[src/rtl/sdr_seq_pkg.sv]
`timescale 1ns/1ps
// Shared command encodings, operation and state types, and elaboration-time
// helpers for the SDRAM power-up and refresh sequencer.
// Assumes all timing spans fit in 32-bit picosecond values.
package sdr_seq_pkg;

    // Command pin patterns, ordered {cs_n, ras_n, cas_n, we_n}
    localparam logic [3:0] CMD_NOP       = 4'b0111;
    localparam logic [3:0] CMD_PRECHARGE = 4'b0010;
    localparam logic [3:0] CMD_REFRESH   = 4'b0001;
    localparam logic [3:0] CMD_LOAD_MODE = 4'b0000;

    // Operation requested by the sequencer for the command driver
    typedef enum logic [1:0] {
        OP_PRECHARGE = 2'd0,
        OP_REFRESH   = 2'd1,
        OP_LOAD_MODE = 2'd2
    } sdr_op_e;

    // Sequencer states
    typedef enum logic [2:0] {
        ST_POWERUP       = 3'd0,
        ST_PRE_WAIT      = 3'd1,
        ST_BOOT_REF_WAIT = 3'd2,
        ST_MODE_WAIT     = 3'd3,
        ST_IDLE          = 3'd4,
        ST_REF_WAIT      = 3'd5
    } seq_state_e;

    // Smallest clock count whose duration covers the requested span
    function automatic int unsigned cycles_ceil(input int unsigned span_ps,
                                                input int unsigned period_ps);
        longint unsigned num;
        num = longint'(span_ps) + longint'(period_ps) - 64'd1;
        return int'(num / longint'(period_ps));
    endfunction

    // Bits needed to hold values 0..v, at least one
    function automatic int unsigned bits_for(input int unsigned v);
        return (v < 2) ? 1 : $clog2(v + 1);
    endfunction

    // Larger of two counts
    function automatic int unsigned max2(input int unsigned a, input int unsigned b);
        return (a > b) ? a : b;
    endfunction

endpackage

[src/rtl/sdr_gap_timer.sv]
`timescale 1ns/1ps
// Inter-command gap counter. Loaded with (gap - 1) on the edge that issues a
// command; reports expiry once it has counted down to zero, so the next
// command can go out exactly `gap` edges after the previous one.
// Assumes RESET_LOAD fits in W bits; it sets the power-up wait.
module sdr_gap_timer #(
    parameter int unsigned W          = 8,
    parameter int unsigned RESET_LOAD = 0
) (
    input  logic         clk,
    input  logic         rst_n,
    input  logic         load,
    input  logic [W-1:0] load_val,
    output logic         expired
);

    logic [W-1:0] count_q;

    // Count down to zero, reload on request, start with the power-up wait
    always_ff @(posedge clk) begin
        if (!rst_n) begin
            count_q <= W'(RESET_LOAD);
        end else if (load) begin
            count_q <= load_val;
        end else if (count_q != '0) begin
            count_q <= count_q - 1'b1;
        end
    end

    // Expiry flag for the sequencer
    always_comb begin
        expired = (count_q == '0);
    end

endmodule

[src/rtl/sdr_refresh_timer.sv]
`timescale 1ns/1ps
// Periodic refresh interval timer. Held at its start value until enabled,
// then produces a one-cycle tick every PERIOD clocks, the first one PERIOD
// clocks after enable rises.
// Assumes PERIOD >= 1 and fits in W bits.
module sdr_refresh_timer #(
    parameter int unsigned W      = 10,
    parameter int unsigned PERIOD = 782
) (
    input  logic clk,
    input  logic rst_n,
    input  logic enable,
    output logic tick
);

    localparam logic [W-1:0] START = W'(PERIOD - 1);

    logic [W-1:0] count_q;

    // Free-running down-counter with automatic reload
    always_ff @(posedge clk) begin
        if (!rst_n || !enable) begin
            count_q <= START;
        end else if (count_q == '0) begin
            count_q <= START;
        end else begin
            count_q <= count_q - 1'b1;
        end
    end

    // Interval expiry strobe
    always_comb begin
        tick = enable && (count_q == '0);
    end

endmodule

[src/rtl/sdr_cmd_drive.sv]
`timescale 1ns/1ps
// Registered command and address driver. Turns a one-cycle issue strobe and
// operation code into the pin pattern and the matching address word; drives
// NOP and a zero address otherwise.
// Assumes ADDR_W >= 11 so that the all-banks bit 10 exists.
module sdr_cmd_drive
    import sdr_seq_pkg::*;
#(
    parameter int unsigned ADDR_W      = 12,
    parameter int unsigned CAS_LATENCY = 3
) (
    input  logic              clk,
    input  logic              rst_n,
    input  logic              issue,
    input  sdr_op_e           op,
    output logic              cs_n,
    output logic              ras_n,
    output logic              cas_n,
    output logic              we_n,
    output logic [ADDR_W-1:0] addr
);

    localparam int unsigned   CAS_LSB   = 4;
    localparam int unsigned   ALL_BANKS = 10;
    localparam logic [ADDR_W-1:0] MODE_WORD = ADDR_W'(CAS_LATENCY) << CAS_LSB;
    localparam logic [ADDR_W-1:0] PRE_WORD  = ADDR_W'(1) << ALL_BANKS;

    logic [3:0]        pins_d, pins_q;
    logic [ADDR_W-1:0] addr_d, addr_q;

    // Choose pin pattern and address for the requested operation
    always_comb begin
        pins_d = CMD_NOP;
        addr_d = '0;
        if (issue) begin
            case (op)
                OP_PRECHARGE: begin
                    pins_d = CMD_PRECHARGE;
                    addr_d = PRE_WORD;
                end
                OP_REFRESH: begin
                    pins_d = CMD_REFRESH;
                end
                OP_LOAD_MODE: begin
                    pins_d = CMD_LOAD_MODE;
                    addr_d = MODE_WORD;
                end
                default: begin
                    pins_d = CMD_NOP;
                end
            endcase
        end
    end

    // Output registers, NOP in reset
    always_ff @(posedge clk) begin
        if (!rst_n) begin
            pins_q <= CMD_NOP;
            addr_q <= '0;
        end else begin
            pins_q <= pins_d;
            addr_q <= addr_d;
        end
    end

    // Split the pin pattern onto the ports
    always_comb begin
        {cs_n, ras_n, cas_n, we_n} = pins_q;
        addr = addr_q;
    end

endmodule

[src/rtl/sdr_init_fsm.sv]
`timescale 1ns/1ps
// Sequencer state machine. Walks the power-up order (wait, precharge-all,
// N auto-refreshes, load mode, settle) and then serves periodic refreshes
// through a request/grant handshake. A single pending flag records an owed
// refresh; further interval ticks while it is set add nothing.
// Assumes every gap is at least one clock and INIT_REFRESHES is 1..8.
module sdr_init_fsm
    import sdr_seq_pkg::*;
#(
    parameter int unsigned GAP_W          = 8,
    parameter int unsigned TRP_CYC        = 1,
    parameter int unsigned TRFC_CYC       = 4,
    parameter int unsigned TMRD_CYC       = 2,
    parameter int unsigned INIT_REFRESHES = 2
) (
    input  logic             clk,
    input  logic             rst_n,
    input  logic             gap_expired,
    input  logic             interval_tick,
    input  logic             ref_grant,
    output logic             issue,
    output sdr_op_e          op,
    output logic             gap_load,
    output logic [GAP_W-1:0] gap_val,
    output logic             init_done,
    output logic             ref_req
);

    localparam int unsigned      CNT_W    = bits_for(INIT_REFRESHES);
    localparam logic [CNT_W-1:0] BOOT_N   = CNT_W'(INIT_REFRESHES);
    localparam logic [GAP_W-1:0] TRP_LD   = GAP_W'(TRP_CYC - 1);
    localparam logic [GAP_W-1:0] TRFC_LD  = GAP_W'(TRFC_CYC - 1);
    localparam logic [GAP_W-1:0] TMRD_LD  = GAP_W'(TMRD_CYC - 1);

    seq_state_e       state_q, state_d;
    logic [CNT_W-1:0] boot_refs_q, boot_refs_d;
    logic             done_q, done_d;
    logic             pending_q, pending_d;
    logic             serve;

    // Next-state, command request and gap reload decisions
    always_comb begin
        state_d     = state_q;
        boot_refs_d = boot_refs_q;
        done_d      = done_q;
        issue       = 1'b0;
        op          = OP_REFRESH;
        gap_load    = 1'b0;
        gap_val     = '0;
        serve       = 1'b0;
        case (state_q)
            ST_POWERUP: begin
                if (gap_expired) begin
                    issue    = 1'b1;
                    op       = OP_PRECHARGE;
                    gap_load = 1'b1;
                    gap_val  = TRP_LD;
                    state_d  = ST_PRE_WAIT;
                end
            end
            ST_PRE_WAIT: begin
                if (gap_expired) begin
                    issue       = 1'b1;
                    op          = OP_REFRESH;
                    gap_load    = 1'b1;
                    gap_val     = TRFC_LD;
                    boot_refs_d = CNT_W'(1);
                    state_d     = ST_BOOT_REF_WAIT;
                end
            end
            ST_BOOT_REF_WAIT: begin
                if (gap_expired) begin
                    issue    = 1'b1;
                    gap_load = 1'b1;
                    if (boot_refs_q == BOOT_N) begin
                        op      = OP_LOAD_MODE;
                        gap_val = TMRD_LD;
                        state_d = ST_MODE_WAIT;
                    end else begin
                        op          = OP_REFRESH;
                        gap_val     = TRFC_LD;
                        boot_refs_d = boot_refs_q + 1'b1;
                    end
                end
            end
            ST_MODE_WAIT: begin
                if (gap_expired) begin
                    done_d  = 1'b1;
                    state_d = ST_IDLE;
                end
            end
            ST_IDLE: begin
                if (pending_q && ref_grant) begin
                    issue    = 1'b1;
                    op       = OP_REFRESH;
                    gap_load = 1'b1;
                    gap_val  = TRFC_LD;
                    serve    = 1'b1;
                    state_d  = ST_REF_WAIT;
                end
            end
            ST_REF_WAIT: begin
                if (gap_expired) begin
                    state_d = ST_IDLE;
                end
            end
            default: begin
                state_d = ST_POWERUP;
            end
        endcase
    end

    // Owed-refresh flag: a tick sets it (wins over service), service clears it
    always_comb begin
        if (interval_tick) begin
            pending_d = 1'b1;
        end else if (serve) begin
            pending_d = 1'b0;
        end else begin
            pending_d = pending_q;
        end
    end

    // State registers
    always_ff @(posedge clk) begin
        if (!rst_n) begin
            state_q     <= ST_POWERUP;
            boot_refs_q <= '0;
            done_q      <= 1'b0;
            pending_q   <= 1'b0;
        end else begin
            state_q     <= state_d;
            boot_refs_q <= boot_refs_d;
            done_q      <= done_d;
            pending_q   <= pending_d;
        end
    end

    // Handshake and status outputs
    always_comb begin
        init_done = done_q;
        ref_req   = pending_q || (state_q == ST_REF_WAIT);
    end

endmodule

[src/rtl/sdram_init_refresh.sv]
`timescale 1ns/1ps
// SDRAM power-up and refresh sequencer, top level. Converts the picosecond
// timing parameters to clock counts (rounded up), and wires the gap timer,
// the refresh interval timer, the sequencer and the command driver.
// Assumes ADDR_W >= 11, INIT_REFRESHES in 1..8, CAS_LATENCY in 1..3,
// TMRD_CYC >= 1, and every span at least one clock.
module sdram_init_refresh
    import sdr_seq_pkg::*;
#(
    parameter int unsigned CLK_PERIOD_PS  = 20000,
    parameter int unsigned POWERUP_PS     = 100000000,
    parameter int unsigned TRP_PS         = 20000,
    parameter int unsigned TRFC_PS        = 70000,
    parameter int unsigned TMRD_CYC       = 2,
    parameter int unsigned REFRESH_PS     = 15625000,
    parameter int unsigned INIT_REFRESHES = 2,
    parameter int unsigned CAS_LATENCY    = 3,
    parameter int unsigned ADDR_W         = 12
) (
    input  logic              clk,
    input  logic              rst_n,
    input  logic              ref_grant,
    output logic              cmd_cs_n,
    output logic              cmd_ras_n,
    output logic              cmd_cas_n,
    output logic              cmd_we_n,
    output logic [ADDR_W-1:0] cmd_addr,
    output logic              init_done,
    output logic              ref_req
);

    localparam int unsigned PWR_CYC  = cycles_ceil(POWERUP_PS, CLK_PERIOD_PS);
    localparam int unsigned TRP_CYC  = cycles_ceil(TRP_PS, CLK_PERIOD_PS);
    localparam int unsigned TRFC_CYC = cycles_ceil(TRFC_PS, CLK_PERIOD_PS);
    localparam int unsigned REFI_CYC = cycles_ceil(REFRESH_PS, CLK_PERIOD_PS);
    localparam int unsigned GAP_MAX  = max2(max2(PWR_CYC, TRP_CYC), max2(TRFC_CYC, TMRD_CYC));
    localparam int unsigned GAP_W    = bits_for(GAP_MAX);
    localparam int unsigned REFI_W   = bits_for(REFI_CYC);

    logic             gap_expired;
    logic             gap_load;
    logic [GAP_W-1:0] gap_val;
    logic             interval_tick;
    logic             issue;
    sdr_op_e          op;
    logic             done_w;

    // Shared countdown for every inter-command gap, starting with power-up
    sdr_gap_timer #(
        .W          (GAP_W),
        .RESET_LOAD (PWR_CYC - 1)
    ) u_gap (
        .clk      (clk),
        .rst_n    (rst_n),
        .load     (gap_load),
        .load_val (gap_val),
        .expired  (gap_expired)
    );

    // Periodic refresh interval, running once the boot sequence is over
    sdr_refresh_timer #(
        .W      (REFI_W),
        .PERIOD (REFI_CYC)
    ) u_interval (
        .clk    (clk),
        .rst_n  (rst_n),
        .enable (done_w),
        .tick   (interval_tick)
    );

    // Boot and refresh sequencing
    sdr_init_fsm #(
        .GAP_W          (GAP_W),
        .TRP_CYC        (TRP_CYC),
        .TRFC_CYC       (TRFC_CYC),
        .TMRD_CYC       (TMRD_CYC),
        .INIT_REFRESHES (INIT_REFRESHES)
    ) u_seq (
        .clk           (clk),
        .rst_n         (rst_n),
        .gap_expired   (gap_expired),
        .interval_tick (interval_tick),
        .ref_grant     (ref_grant),
        .issue         (issue),
        .op            (op),
        .gap_load      (gap_load),
        .gap_val       (gap_val),
        .init_done     (done_w),
        .ref_req       (ref_req)
    );

    // Registered pins
    sdr_cmd_drive #(
        .ADDR_W      (ADDR_W),
        .CAS_LATENCY (CAS_LATENCY)
    ) u_drive (
        .clk   (clk),
        .rst_n (rst_n),
        .issue (issue),
        .op    (op),
        .cs_n  (cmd_cs_n),
        .ras_n (cmd_ras_n),
        .cas_n (cmd_cas_n),
        .we_n  (cmd_we_n),
        .addr  (cmd_addr)
    );

    assign init_done = done_w;

endmodule

[config.mk]
export PLATFORM = sky130hd
export DESIGN_NAME = sdram_init_refresh
export DESIGN_NICKNAME = d
export VERILOG_FILES = /design/src/rtl/sdr_seq_pkg.sv /design/src/rtl/sdr_gap_timer.sv /design/src/rtl/sdr_refresh_timer.sv /design/src/rtl/sdr_cmd_drive.sv /design/src/rtl/sdr_init_fsm.sv /design/src/rtl/sdram_init_refresh.sv
export SDC_FILE = /design/constraint.sdc
export NUM_CORES = 1
export LEC_CHECK = 0
export BUFFER_PORTS_ARGS = -buffer_cell sky130_fd_sc_hd__buf_2
export CAP_MARGIN = 40
export CORE_ASPECT_RATIO = 1.1
export CORE_MARGIN = 1
export CORE_UTILIZATION = 57
export DETAILED_ROUTE_END_ITERATION = 6
export PLACE_DENSITY = 0.78
export SYNTH_ARGS = -nofsm -noshare
export SYNTH_HDL_FRONTEND = slang
export SYNTH_SLANG_ARGS = --single-unit
[constraint.sdc]
create_clock -name clk -period 2.9 [get_ports clk]
set_input_delay 0.145 -clock clk [delete_from_list [all_inputs] [get_ports clk]]
set_output_delay 0.145 -clock clk [all_outputs]
set_load 0.005 [all_outputs]
==> run metrics, run 1 <==
post-CTS setup buffer count=0; DRC viols=0; Worst EP arrival=2.66 ns; multi-input logic area=0.00101 sq mm; Cell Int Power=0.585 mW; yosys warns=0; setup tns final=0 ns; initial antenna violation count=0; Worst setup SP type=register; PwrDens=402 mW/mm^2; Clock power frac=0.341; PortBufs=10; period utilization=0.814; Worst slew margin=0.667; ys async rst share=0; Slew Viols, Final=0; Starting Density=0.603; antenna cells=0; Congestion Overflow GR=0; DP HPWL=2570 um; Post-synth EDFFs=0; post-synthesis sequential area ratio=0.381; clk root buf=clkbuf_4; post-synthesis register bit count=35; Top FF cell, synth=dfxtp_1; switching power=0.194 mW; Hold Slack=0.118 ns; number of iterations in the first detailed-routing pass=4; Hold Crit Class=in -> reg; FILL cells=260; number of max-cap violations=0; number of DRC markers in iteration 0=59; num rows=21; die height=61.6 um; Synth area leader=dfxtp_1; first-pass GRT wire length=5770 um; Non-Filler Instances=262; Synth Cell Area=0.00184 sq mm; RePlAce Congestion=0.856; final setup fails=0; sequential share of power=0.628; total number of vias=1509; Area Growth Syn to Fin=5.37%; vias in the first global route=1327; CP required=3.20 ns; top-count cell post-synth=dfxtp_1; Final Instance Area=0.00194 sq mm; Period minus WS final=2.36 ns; Least-Margin Pin Slew=0.495 ns; DP Cell Count=254; Max Clock Skew=0.0103 ns; routed vias/inst=5.76; # IOs=21; Gate power share=0.031; full die area=0.00346 sq mm; status=finished, final reports clean; CTS resizes=0; synth unique cells=45; DR WL/cell=13.4 um; Clock Sink Count=35; Register Area=701 sq um; drt total wl=3510 um; post-synthesis cell count=214; clock latency on the worst-skew pair=0.35 ns; critical path fanouts, max=7; endpoints failing hold=0; core area=0.00305 sq mm; Worst setup EP type=register; maximum vdd drop=0.336 mV; largest net degree at the start of global routing=18; clk buf depth=2; Total GRT Usage=0.218; syn_area_per_cell=8.59 sq um; Max H-tree Level=2; RSZ-0062 raised after global routing=false; Worst-path clk slew=0.11 ns; Commonest cells post-synth=dfxtp_1, nor2_1, nand2_1; reg2reg setup slack=0.54 ns; Die X=56.2 um; WS Path Type=reg -> reg; layout cells sized above 1=0.114; Area contributors post-synth=dfxtp_1, ha_1, buf_4, a21oi_1, nor2_1; Switching Fraction=0.249; clock buffer count from CTS=5; nets@finish=237; Pleak=0.784 nW; TritonCTS clock tree=done; number of hold buffers added after CTS=0; Cell Area, Placed=0.00188 sq mm; Fmax=0.424 GHz; post-synth top area share=0.381; Antenna Nets Post-Route=0
-- through the flow --
step                       util  setup WS (ns)  power (mW)
after floorplan               -          0.817       0.528
after global placement    0.617          0.687       0.523
after detailed placement  0.617          0.575       0.524
after CTS                 0.636          0.555       0.790
after global routing      0.636          0.338       0.814
final                     0.636          0.539       0.779
-- power by group through the flow --
| stage | Clock (mW) | Sequential [mW] | Combinational (mW) |
|---|---|---|---|
| 2_1_floorplan | 0 | 0.498 | 0.0292 |
| 3_3_place_gp | 0 | 0.499 | 0.0238 |
| 3_5_place_dp | 0 | 0.500 | 0.0242 |
| 4_1_cts | 0.277 | 0.489 | 0.0243 |
| 5_1_grt | 0.296 | 0.490 | 0.0285 |
| 6_report | 0.265 | 0.489 | 0.0242 |
-- worst max-delay path, stage by stage (launching register included) --
cell,delay [ns]
dfxtp_1,0.35
inv_1,0.09
ha_1,0.22
or4b_1,0.61
nor4_2,0.42
nand4_1,0.19
inv_1,0.13
ha_1,0.24
nand2_1,0.06
-- flip-flops by register name (all words and copies together) (netlist names) --
signal,count
u_drive.addr,2
u_drive.pins_q,3
u_gap.count_q,13
u_interval.count_q,10
u_seq.boot_refs_q,2
u_seq.init_done,1
u_seq.pending_q,1
u_seq.state_q,3
-- path summary, 6_finish.rpt --
kind,startpoint,end,cells after the start
max,u_gap.count_q[0],u_drive.pins_q[1],8
min,rst_n,u_gap.count_q[12],2
max reg2reg,u_gap.count_q[0],u_drive.pins_q[1],8
min reg2reg,u_interval.count_q[0],u_interval.count_q[0],1
-- layout by cell type, fill, tap and decap left out, types with 3 or more instances in the layout --
cell,Yosys,layout
buf_2,2,10
conb_1,1,10
nor4_1,6,6
o21a_1,3,3
nand3_1,11,11
nand4_1,7,7
or4_1,4,4
mux2i_1,3,3
clkbuf_4,0,5
xor2_1,6,6
inv_1,13,13
o211ai_1,3,3
and3_1,3,3
buf_4,11,4
nor3_1,4,4
nor2_1,16,16
dfxtp_1,35,35
nand2b_1,3,3
and2_1,5,5
o21ai_0,8,8
or3_1,6,6
o31ai_1,3,3
a21oi_1,13,13
ha_1,7,7
nand2_1,14,14
-- cells by family after synthesis --
logic type,Yosys count,synth area share
compound gates,37,0.126
flops,35,0.381
mux,3,0.0163
other cells,1,0.00204
xor+xnor,8,0.0381
simple gates,93,0.300
buf+inv,30,0.0891
fa+ha+maj,7,0.0476
-- layer usage --
metal	GRT usage	wire (um)	share of wire	up-vias
met5	0	0	0	-
met4	0.0976	82	0.023	0
met3	0.0588	163	0.046	9
met2	0.384	1710	0.49	37
met1	0.253	1550	0.44	682
li1	-	-	-	781
-- final cells by class --
cell class,instances,area share
repair buffers,14,0.0413
clock inverters,3,0.0103
clock buffers,5,0.0194
inverters,13,0.0252
flip-flops and latches,35,0.362
well taps,34,0.0219
multi-input cells,158,0.520
No activity file was read; power rests on OpenSTA's default activity.
==> inputs of run 2 (changes only) <==
Settings changed: CORE_UTILIZATION 57 to 52, PLACE_DENSITY 0.78 to 0.75.
Clock period 2.9 ns to 2 ns, I/O delays scaled along.
==> run metrics, run 2 (synthesis gave the netlist of run 1 again) <==
status=finished with violations; failing checks=negative setup slack; CP cell instances=inv_2 > ha_4 > or4b_4 > nor4_4 > buf_4 > mux2i_1 > nand4_1; clock buffer count from CTS=5; CP Buf/Inv Count=2; Cell Area, Placed=0.00200 sq mm; RePlAce Congestion=0.883; Die X=58.7 um; DRC viols=0; Max H-tree Level=2; top flop regs=u_gap.count_q (13), u_interval.count_q (10); total number of vias=1588; Slew Viols, Final=0; DP HPWL=2780 um; clk buf depth=2; Period minus WS final=2.02 ns; CP required=2.21 ns; PortBufs=10; Clock Sink Count=35; largest net degree at the start of global routing=18; number of iterations in the first detailed-routing pass=4; reg2reg start=u_gap.count_q[1]; Fmax=0.496 GHz; core area=0.00336 sq mm; setup tns final=-0.0154 ns; TritonCTS clock tree=done; critical path depth=7; most common library cell in the layout ignoring fill and taps=dfxtp_1; die height=64.4 um; number of hold buffers added after CTS=0; final worst slack=-0.0154 ns; Antenna Nets Post-Route=0; Register-to-Register Path Depth=7; Worst EP arrival=2.23 ns; period utilization=1.01; PwrDens=538 mW/mm^2; first-pass GRT wire length=6340 um; RSZ-0062 raised after global routing=true; Max Clock Skew=0.00767 ns; CP max-delay cell=or4b_4; num rows=22; Pleak=0.885 nW; nets@finish=255; endpoints failing hold=0; reg2reg setup slack=-0.02 ns; Final Instance Area=0.00214 sq mm; clock latency on the worst-skew pair=0.34 ns; Total GRT Usage=0.223; full die area=0.00378 sq mm; FILL cells=295; CP Capture Point=u_gap.count_q[1]; CP top delay family=simple AND/OR/NAND/NOR gates; WS Path Type=reg -> reg; number of max-cap violations=0; # IOs=21; most frequent cells in the layout=dfxtp_1, buf_4, nor2_1, nand2_1, a21oi_1; initial antenna violation count=0; Worst setup EP type=register; antenna cells=0; Worst setup SP type=register; Largest register FFs=13; clk root buf=clkbuf_4; Area Growth Syn to Fin=16.5%; vias in the first global route=1446; Congestion Overflow GR=0; routed vias/inst=5.40; worst slack, placed=-0.0358 ns; Hold Crit Class=in -> reg; number of DRC markers in iteration 0=58; Reg with most FFs=u_gap.count_q; maximum vdd drop=0.359 mV; r2r endpoint=u_gap.count_q[1]; Starting Density=0.548; critical path fanouts, max=5; Critical Path Source=u_gap.count_q[1]; DR WL/cell=12.7 um; final core occ=0.638; drt total wl=3740 um; CP max stage delay=0.51 ns; final setup fails=1; layout cells sized above 1=0.228; Worst-path clk slew=0.11 ns
[run 2: cell types whose count changed in the layout (fill, tap and decap cells not counted), moves of 2 or more]
| cell | change |
|---|---|
| inv_2 | +3 |
| dfxtp_1 | -2 |
| buf_4 | +18 |
| inv_1 | -3 |
| dfxtp_2 | +2 |
| ha_1 | -2 |
[run 2: per-stage QoR]
| step | std cells | hold slack (ns) | total power [mW] |
|---|---|---|---|
| floorplan | 223 | 0.377 | 0.770 |
| global placement | 279 | 0.408 | 0.771 |
| detailed placement | 279 | 0.416 | 0.772 |
| CTS | 291 | 0.0522 | 1.16 |
| global route | 294 | 0.0656 | 1.20 |
| finish | 294 | 0.0701 | 1.15 |
[run 2: final cells by class]
class                   count  area, sq um  share of cell area
well taps                  48         60.1              0.0280
clock inverters             2         12.5             0.00584
inverters                  13         48.8              0.0228
multi-input cells         158         1060               0.496
repair buffers             32          215               0.100
flip-flops and latches     35          703               0.328
clock buffers               6         41.3              0.0193
[run 2: metal layers]
metal  share of wire  vias up  global-route usage
li1                -      808                   -
met1            0.44      723               0.269
met2            0.49       47               0.378
met5               0        -                   0
met4           0.021        0              0.0893
met3           0.050       10              0.0506
[run 2: worst min-delay path by stage]
stage / cells past startpoint / startpoint / endpoint / slack (ns)
2_1_floorplan: 3 / rst_n / u_seq.state_q[0] / 0.38
3_3_place_gp: 1 / u_interval.count_q[0] / u_interval.count_q[0] / 0.41
3_5_place_dp: 1 / u_interval.count_q[0] / u_interval.count_q[0] / 0.42
4_1_cts: 2 / rst_n / u_gap.count_q[12] / 0.05
5_1_grt: 2 / rst_n / u_gap.count_q[12] / 0.07
6_report: 2 / rst_n / u_gap.count_q[12] / 0.07
[run 2: timing repair]
action,in CTS,in global routing
hold endpoints to repair,0,0
gates resized for setup,1,6
pin swaps,2,5
setup endpoints to repair,5,12
buffers inserted,4,5
[run 2: power by group]
group / total [mW] / switching (mW) / internal [mW] / leakage, nW
combinational: 0.0631 / 0.0338 / 0.0292 / 0.575
sequential: 0.707 / 0.00400 / 0.703 / 0.283
clock: 0.383 / 0.248 / 0.136 / 0.0282
==> inputs of run 3 (changes only) <==
Settings changed: CELL_PAD_IN_SITES_DETAIL_PLACEMENT set to 0, CELL_PAD_IN_SITES_GLOBAL_PLACEMENT set to 1, CORE_UTILIZATION 52 to 39, HOLD_SLACK_MARGIN set to 0.12, PLACE_DENSITY 0.75 to not set, PLACE_DENSITY_LB_ADDON set to 0.1.
==> run metrics, run 3 (synthesis gave the netlist of run 1 again) <==
initial antenna violation count=0; CP max stage delay=0.50 ns; layout cells sized above 1=0.213; DP HPWL=3160 um; Largest register FFs=13; r2r endpoint=u_drive.pins_q[1]; Final Instance Area=0.00216 sq mm; Reg with most FFs=u_gap.count_q; routed vias/inst=5.38; Worst setup EP type=register; Worst setup SP type=register; Antenna Nets Post-Route=0; PwrDens=590 mW/mm^2; Worst-path clk slew=0.07 ns; worst slack, placed=-0.0589 ns; Pleak=0.881 nW; crit-path most repeated cell=ha_4; first-pass GRT wire length=6880 um; Slew Viols, Final=0; CP cell instances=inv_2 > ha_4 > or4b_4 > nor4_4 > nand3_2 > ha_4 > nand2_1; number of max-cap violations=0; Cell Area, Placed=0.00200 sq mm; Critical Path Source=u_gap.count_q[1]; CP top delay family=simple AND/OR/NAND/NOR gates; final setup fails=0; status=finished, final reports clean; Total GRT Usage=0.182; Worst EP arrival=2.13 ns; Worst slew margin=0.660; HP Start=rst_n; clk root buf=clkbuf_8; full die area=0.00499 sq mm; Fmax=0.507 GHz; die height=74.0 um; final worst slack=0.0293 ns; Area Growth Syn to Fin=17.3%; Least-Margin Pin Slew=0.505 ns; CP Buf/Inv Count=1; endpoints failing hold=0; WHS Path Cells=2; num rows=25; clock buffer count from CTS=5; most common library cell in the layout ignoring fill and taps=dfxtp_1; reg2reg start=u_gap.count_q[1]; largest net degree at the start of global routing=18; Hold EP=u_gap.count_q[12]; Max H-tree Level=2; most frequent cells in the layout=dfxtp_1, buf_4, nor2_1, nand2_1, a21oi_1; DRC viols=0; reg2reg setup slack=0.03 ns; Clock Sink Count=35; number of DRC markers in iteration 0=37; Starting Density=0.417; vias in the first global route=1507; Die X=67.5 um; number of iterations in the first detailed-routing pass=4; WS Path Type=reg -> reg; clk buf depth=2; RSZ-0062 raised after global routing=true; Hold Crit Class=in -> reg; antenna cells=0; CP required=2.16 ns; # IOs=21; drt total wl=4110 um; maximum vdd drop=0.253 mV; period utilization=0.985; DR WL/cell=14.0 um; TritonCTS clock tree=done; top flop regs=u_gap.count_q (13), u_interval.count_q (10); core area=0.00441 sq mm; Period minus WS final=1.97 ns; CP max-delay cell=or4b_4; PortBufs=10; Max Clock Skew=0.00474 ns; RePlAce Congestion=0.865; nets@finish=250; critical path fanouts, max=3; Congestion Overflow GR=0; total number of vias=1583; Register-to-Register Path Depth=7; clock latency on the worst-skew pair=0.28 ns
-- run 3: cell count changes in the layout (fill, tap and decap cells not counted), sizes merged --
cell,change
clkinvlp,-1
buf,-5
-- run 3: where the power goes --
group | leakage (nW) | internal, mW | switching, mW
Sequential | 0.283 | 0.703 | 0.00414
Clock | 0.0470 | 0.270 | 0.239
Combinational | 0.551 | 0.0251 | 0.0322
-- run 3: worst max-delay path by stage --
stage                                   end  cells after the start  slack, ns
final                     u_drive.pins_q[1]                      7       0.03
after floorplan           u_drive.pins_q[1]                      9      -0.05
after global placement    u_drive.pins_q[1]                      8     -0.006
after detailed placement  u_drive.pins_q[1]                      8      -0.06
after CTS                  u_gap.count_q[1]                      7      -0.04
after global routing       u_gap.count_q[1]                      7      -0.09
-- run 3: layout make-up --
| cell class | instances | area (sq um) |
|---|---|---|
| Clock inverter | 1 | 5.00 |
| Inverter | 13 | 48.8 |
| Tap cell | 54 | 67.6 |
| Sequential cell | 35 | 703 |
| Timing Repair Buffer | 27 | 178 |
| Clock buffer | 6 | 82.6 |
| Fill cell | 437 | 2250 |
| Multi-Input combinational cell | 158 | 1070 |
-- run 3: through the flow --
step	hold WS [ns]	utilization	total power, mW	instances	TNS, ns
after detailed placement	0.417	0.453	0.772	283	-0.201
final	0.149	0.489	1.27	294	0
after CTS	0.143	0.479	1.29	292	-0.108
after global routing	0.154	0.489	1.33	294	-0.351
after floorplan	0.377	-	0.770	223	-0.0836
after global placement	0.408	0.453	0.770	283	-0.00612
-- run 3: what timing repair did --
item	CTS	global route
hold buffers	0	0
setup buffers	2	2
setup endpoints to repair	6	12
resized for setup	3	5
pin swaps	4	5
-- run 3: metal layers --
layer | part of all wire | vias to the layer above | GRT usage
li1 | - | 804 | -
met1 | 0.44 | 754 | 0.209
met2 | 0.52 | 21 | 0.323
met3 | 0.031 | 4 | 0.0337
met4 | 0.0097 | 0 | 0.0827
met5 | 0 | - | 0
